--- src/rtl/lc_bank_ctl.sv ---
module lc_bank_ctl #(
  parameter logic [15:0] SW_BASE = 16'hC080,
  parameter logic [15:0] ST_BANK = 16'hC011,
  parameter logic [15:0] ST_READ = 16'hC012,
  parameter logic [3:0]  WIN_D   = 4'hD
) (
  input  logic        clk,
  input  logic        rst,
  input  logic        bus_valid,
  input  logic        bus_we,
  input  logic [15:0] bus_addr,
  input  logic        alt_zp,
  input  logic        blk_in,
  output logic        ram_sel,
  output logic        rom_sel,
  output logic        ram_block,
  output logic        ram_dwin,
  output logic        ram_bank2,
  output logic        st_hit,
  output logic [7:0]  st_data
);

  logic       rd_en, wr_en, bank2, pre;
  logic       sw_hit, up_hit;
  logic [1:0] act;

  assign sw_hit = bus_valid && (bus_addr[15:4] == SW_BASE[15:4]);
  assign act    = bus_addr[1:0];

  always_ff @(posedge clk) begin
    if (rst) begin
      rd_en <= 1'b0;
      wr_en <= 1'b1;
      bank2 <= 1'b1;
      pre   <= 1'b0;
    end else if (sw_hit) begin
      bank2 <= !bus_addr[3];
      rd_en <= (act == 2'd0) || (act == 2'd3);
      if (!act[0]) begin
        wr_en <= 1'b0;
        pre   <= 1'b0;
      end else if (bus_we) begin
        pre   <= 1'b0;
      end else begin
        if (pre) wr_en <= 1'b1;
        pre <= 1'b1;
      end
    end
  end

  assign up_hit    = bus_valid && (bus_addr[15:12] >= WIN_D);
  assign ram_sel   = up_hit && (bus_we ? wr_en : rd_en);
  assign rom_sel   = up_hit && !bus_we && !rd_en;
  assign ram_dwin  = up_hit && (bus_addr[15:12] == WIN_D);
  assign ram_bank2 = ram_dwin && bank2;
  assign ram_block = up_hit && (alt_zp || blk_in);

  assign st_hit  = bus_valid && !bus_we && ((bus_addr == ST_BANK) || (bus_addr == ST_READ));
  assign st_data = st_hit ? {((bus_addr == ST_BANK) ? bank2 : rd_en), 7'b0} : 8'h00;

endmodule


--- config.mk ---
export PLATFORM = sky130hd
export DESIGN_NAME = lc_bank_ctl
export DESIGN_NICKNAME = d
export VERILOG_FILES = /design/src/rtl/lc_bank_ctl.sv
export SDC_FILE = /design/constraint.sdc
export NUM_CORES = 1
export LEC_CHECK = 0
export ABC_AREA = 1
export BUFFER_PORTS_ARGS = -buffer_cell sky130_fd_sc_hd__buf_4
export CAP_MARGIN = 20
export CORE_AREA = 2 2 40 42
export CTS_BUF_LIST = sky130_fd_sc_hd__clkbuf_8
export DETAILED_ROUTE_END_ITERATION = 16
export DIE_AREA = 0 0 42 44
export GPL_ROUTABILITY_DRIVEN = 0
export PLACE_DENSITY = 0.73
export RECOVER_POWER = 25
export SKIP_CTS_REPAIR_TIMING = 1
export SYNTH_ARGS = -nofsm -noshare
export SYNTH_HDL_FRONTEND = slang
export SYNTH_SLANG_ARGS = --single-unit
--- constraint.sdc ---
create_clock -name clk -period 0.8 [get_ports clk]
set_input_delay 0.12 -clock clk [delete_from_list [all_inputs] [get_ports clk]]
set_output_delay 0.12 -clock clk [all_outputs]
set_load 0.02 [all_outputs]
==> results.txt, run 1 <==
Congestion Overflow GR: 0
Die ar.: 1850 sq um
cells after synthesis: 85
Fill cells: 101
die width: 42 um
commonest non-fill, non-tap cell in the layout: buf_4
First-pass DRT Iterations: 4
status: finished with violations
CP required: 0.68 ns
ANT cells: 0
Synth warnings: 0
Yosys cell types: 18
synthesis-to-layout area growth: 133%
dpl hpwl: 1250 um
HP Class: primary input to flip-flop
largest fanout on the critical path: 2
CTS clk-pin slew, worst paths: 0.03 ns
I/O pin count: 36
# clock sinks: 4
Post-Layout Cell Count: 144
core area: 1420 sq um
total CTS buffers: 3
Initial Util: 34.5%
die height: 44 um
Worst setup EP type: output port
root buf cell: clkbuf_8
utilization of the core after routing: 80.2%
commonest non-fill, non-tap cells in the layout: 24 x buf_4, 13 x buf_6, 10 x nor2_4
wire per inst: 12.6 um
multi-input logic area: 542 sq um
Avg Inst Size Synth: 5.76 sq um
vias per inst: 4.55
Power per Cell Area: 885 nW/um^2
input/output buffers: 28
clock tree from TritonCTS: done
gr usage total: 16.0%
Routed Antenna Nets: 0
final setup fails: 8
mapped cell area: 489 sq um
placed cells: 139
initial antenna violation count: 0
crit path max-delay cell type: dfxtp_2
vias: 655
violations in the final reports: setup timing
Max Slew Vio Count: 0
Yosys top cell area share: 16.4%
Yosys reg bits: 4
Fin. Hold Viols: 0
register area: 85.1 sq um
sequential area share after synthesis: 16.4%
arrival time worst endpoint: 1.01 ns
layout cell share with drive strength beyond 1: 70.3%
Tmin final: 1.13 ns
CP startpoint kind: flip-flop
worst-path cell chain: inv_2, nor4_4, buf_4
largest net degree at the start of global routing: 7
first-pass GRT wire length: 2190 um
FP Rows: 14
final setup margin: -0.328 ns
Static Leak: 0.536 nW
buffers and inverters on the worst path: 2
Routed WL: 1810 um
Max stage delay on crit path: 0.32 ns
VDD IR max: 1.09 mV
Skew-Pair Late Insertion Delay: 0.22 ns
worst-case clock buffer depth: 2
top cell type by total area after synthesis: dfxtp_1
setup repair after global routing missed its margin: yes
fin crit share: 141%
max cap viols: 0
CTS H-tree lvls: 1
top cells by area, synth: dfxtp_1 16%, nand2_1 14%, buf_4 11%, inv_1 11%, nor2_1 10%
Fin Hold WS: 0.0721 ns
Post-layout nets: 154
crit-path leading delay family: flip-flops
crit path kind: flip-flop to output port
DR DRC count: 0
vias in the first global route: 594
Clock Skews: 0.00000358 ns
pre-CTS setup slack: -0.350 ns
Iter 0 DRT Violations: 8
FMAX: 0.887 GHz
-- power breakdown --
part	switching [mW]	internal (mW)	total (mW)
registers	0.0000278	0.198	0.198
logic	0.198	0.189	0.387
clock network	0.102	0.320	0.422
total	0.300	0.707	1.01
-- sequential cells by signal, summed over array words and instances (netlist names) --
register,count
pre,1
bank2,1
wr_en,1
rd_en,1
-- worst reg2reg max path, cell delays in order (launching register included) --
cell and delay (ns):
dfxtp_1 0.29, inv_1 0.04, nor2_1 0.09, nand3_1 0.09, nand2_1 0.06, nand2_1 0.05
nand2_1 0.05
-- cell usage after synthesis --
cell and count:
a211oi_1 1, a21oi_1 2, buf_4 7, conb_1 1, dfxtp_1 4, ha_1 2
inv_1 14, nand2_1 18, nand2_2 2, nand3_1 9, nand3b_1 1, nor2_1 13
nor2_2 3, nor2_4 2, nor3_1 3, nor4_1 1, o21bai_1 1, or2_2 1
-- stage by stage --
step	TNS, ns	instance area, sq um	power [mW]
2_1_floorplan	-0.195	659	0.359
3_3_place_gp	-2.17	932	0.507
3_5_place_dp	-2.37	932	0.517
4_1_cts	-1.85	973	0.948
5_1_grt	-2.11	1140	1.05
6_report	-1.77	1140	1.01
-- metal layers --
layer | GRT usage (%) | up-vias | part of all wire, %
met2 | 31.9 | 23 | 59
li1 | - | 332 | -
met3 | 3.33 | 4 | 3.8
met5 | 0 | - | 0
met1 | 14.7 | 296 | 35
met4 | 9.68 | 0 | 2.1
-- worst paths after layout --
path,startpoint,endpoint,slack [ns],cells past startpoint
max,bank2,ram_bank2,-0.33,3
min,rst,pre,0.07,2
max reg2reg,pre,wr_en,0.08,6
min reg2reg,bank2,bank2,0.46,2
-- cells by family after synthesis --
| kind of cell | count (synthesis) | synth area share [%] |
|---|---|---|
| fa+ha+maj | 2 | 5.11 |
| simple gates | 53 | 51.2 |
| flops | 4 | 16.4 |
| compound gates | 4 | 5.12 |
| other cells | 1 | 0.767 |
| buf+inv | 21 | 21.5 |
-- area by class of cell --
cell class | count | share of cell area, %
Clock buffer | 3 | 3.63
Inverter | 14 | 6.15
Timing Repair Buffer | 41 | 33.4
Sequential cell | 4 | 7.47
Tap cell | 16 | 1.76
Multi-Input combinational cell | 66 | 47.6
(Power assumes the default switching activity.)
==> run 2, diff against run 1 <==
--- a/config.mk
+++ b/config.mk
@@ -8,12 +8,11 @@
 export ABC_AREA = 1
 export BUFFER_PORTS_ARGS = -buffer_cell sky130_fd_sc_hd__buf_4
 export CAP_MARGIN = 20
-export CORE_AREA = 2 2 40 42
-export CTS_BUF_LIST = sky130_fd_sc_hd__clkbuf_8
+export CORE_AREA = 2 2 41 43
 export DETAILED_ROUTE_END_ITERATION = 16
-export DIE_AREA = 0 0 42 44
+export DIE_AREA = 0 0 43 45
 export GPL_ROUTABILITY_DRIVEN = 0
-export PLACE_DENSITY = 0.73
+export PLACE_DENSITY = 0.7
 export RECOVER_POWER = 25
 export SKIP_CTS_REPAIR_TIMING = 1
 export SYNTH_ARGS = -nofsm -noshare
==> run 2 against run 1 <==
The run still ends with setup timing left. Non-clock buffer count down 2. Core utilization down 0.57 points. Clock skew is essentially flat. Register-to-register slack got worse by 0.03 ns. Global-route usage is 1.2 points lower. Cell area is 3.0% higher. Combinational power up 4%. Count of clock-buffer cells in the layout unchanged. Highest routed layer unchanged. Worst setup slack improved by 0.012 ns.
==> results.txt, run 2 (synthesis gave the netlist of run 1 again) <==
Worst setup EP type: output port
worst-case clock buffer depth: 2 (unchanged)
Routed Antenna Nets: 0 (unchanged)
crit path kind: primary input to output port
min-delay src: rst
CTS H-tree lvls: 1 (unchanged)
FF-to-FF path depth: 6 (unchanged)
Congestion Overflow GR: 0 (unchanged)
Fin Hold WS: 0.0569 ns (-0.0152 ns)
CP required: 0.68 ns (about the same)
HP Class: primary input to flip-flop
CTS clk-pin slew, worst paths: 0.03 ns (about the same)
total CTS buffers: 3 (unchanged)
Fin. Hold Viols: 0 (unchanged)
VDD IR max: 0.615 mV (-44%)
post-route setup TNS: -1.49 ns (+0.280 ns)
DR DRC count: 0 (unchanged)
Static Leak: 0.540 nW (+0.90%)
commonest non-fill, non-tap cell in the layout: buf_4
# clock sinks: 4 (unchanged)
layout cell share with drive strength beyond 1: 73.0% (+2.7 points)
RR Endpoint: wr_en
dpl hpwl: 1140 um (-8.2%)
gr usage total: 14.8% (-1.2 points)
First-pass DRT Iterations: 4 (unchanged)
clock tree from TritonCTS: done
Routed WL: 1660 um (-8.6%)
status: finished with violations
Die ar.: 1940 sq um (+4.7%)
Clock Skews: 0.0000136 ns (+0.0000100 ns)
GR Util met2: 26.4% (-5.5 points)
violations in the final reports: setup timing
total power: 0.837 mW (-17%)
routing usage on met1: 18.5% (+3.8 points)
I/O pin count: 36 (unchanged)
largest fanout on the critical path: 2 (unchanged)
ANT cells: 0 (unchanged)
core area: 1470 sq um (+3.7%)
vias per inst: 4.70 (+3.4%)
setup repair after global routing missed its margin: yes
post-route cell area: 1170 sq um (+3.0%)
arrival time worst endpoint: 1.00 ns (about the same)
Post-layout nets: 152 (-1.3%)
die height: 45 um (+2.3%)
input/output buffers: 28 (unchanged)
placed cell areas: 937 sq um (+0.54%)
Initial Util: 33.2% (-1.2 points)
initial antenna violation count: 0 (unchanged)
fin crit share: 139% (-1.5 points)
wire per inst: 11.7 um (-7.3%)
vias in the first global route: 574 (-3.4%)
die width: 43 um (+2.4%)
first-pass GRT wire length: 2210 um (+0.91%)
FMAX: 0.897 GHz (+1.1%)
Reg2Reg Setup Slack: 0.05 ns (-0.03 ns)
FP Rows: 14 (unchanged)
final setup fails: 8 (unchanged)
Power per Cell Area: 714 nW/um^2 (-19%)
synthesis-to-layout area growth: 140%
met3 Usage GRT: 1.60% (-1.7 points)
Most Crowded Layer GR: met2
Iter 0 DRT Violations: 11 (+3)
root buf cell: clkbuf_4
start of the worst register-to-register path: pre
Tmin final: 1.12 ns (-0.0122 ns)
hold endpoint: pre
largest net degree at the start of global routing: 7 (unchanged)
final setup margin: -0.315 ns (+0.0122 ns)
CP startpoint kind: primary input
max cap viols: 0 (unchanged)
Skew-Pair Late Insertion Delay: 0.23 ns (about the same)
vias: 668 (+2.0%)
Min-Delay Path Depth: 2 (unchanged)
Max Slew Vio Count: 0 (unchanged)
commonest non-fill, non-tap cells in the layout: 19 x buf_4, 16 x buf_6, 10 x nor2_4
run 2: cell count changes in the layout (fill, tap and decap cells not counted), moves of 2 or more:
| cell | before | now |
|---|---|---|
| clkbuf_4 | 0 | 3 |
| nand3_1 | 5 | 3 |
| inv_4 | 1 | 3 |
| nand3_4 | 1 | 3 |
| buf_6 | 13 | 16 |
| buf_4 | 24 | 19 |
| nand2_2 | 7 | 5 |
| inv_6 | 3 | 0 |
| clkbuf_8 | 3 | 0 |
run 2: report_power, final:
| group | internal [mW] | switching [mW] | total [mW] |
|---|---|---|---|
| clock | 0.167 | 0.0699 | 0.237 |
| sequential | 0.197 | 0.0000309 | 0.197 |
| combinational | 0.202 | 0.200 | 0.403 |
run 2: routing by layer:
metal	vias to the layer above	wire length, um
li1	333	-
met3	2	103
met1	304	535
met4	0	10
met5	-	0
met2	29	1010
run 2: area by class of cell:
type                            instances  area (sq um)
Sequential cell                         4          86.3
Clock buffer                            3          22.5
Tap cell                               16          20.0
Timing Repair Buffer                   39           393
Multi-Input combinational cell         66           586
Inverter                               14          65.1
Fill cell                             100           299
run 2: worst max-delay path by stage:
stage | from | to | slack [ns] | cells after the start
final | bus_addr[12] | st_data[7] | -0.32 | 7
after global routing | bus_addr[12] | st_data[7] | -0.37 | 7
after CTS | bank2 | ram_bank2 | -0.41 | 3
after detailed placement | bus_addr[1] | st_data[7] | -0.36 | 10
after global placement | bus_addr[1] | st_data[7] | -0.33 | 10
after floorplan | bus_addr[13] | st_data[7] | -0.09 | 7
run 2: stage by stage:
step / utilization, % / setup slack (ns) / instances
global route: 79.7 / -0.373 / 142
global placement: 63.7 / -0.330 / 138
CTS: 65.2 / -0.406 / 141
detailed placement: 63.7 / -0.360 / 138
finish: 79.7 / -0.315 / 142
floorplan: - / -0.0944 / 91
run 2: critical path, stage by stage:
cell	delay, ns
buf_8	0.10
nor2_4	0.13
nand2_4	0.08
nor3_4	0.22
nand3_4	0.10
nor2_4	0.12
buf_6	0.12
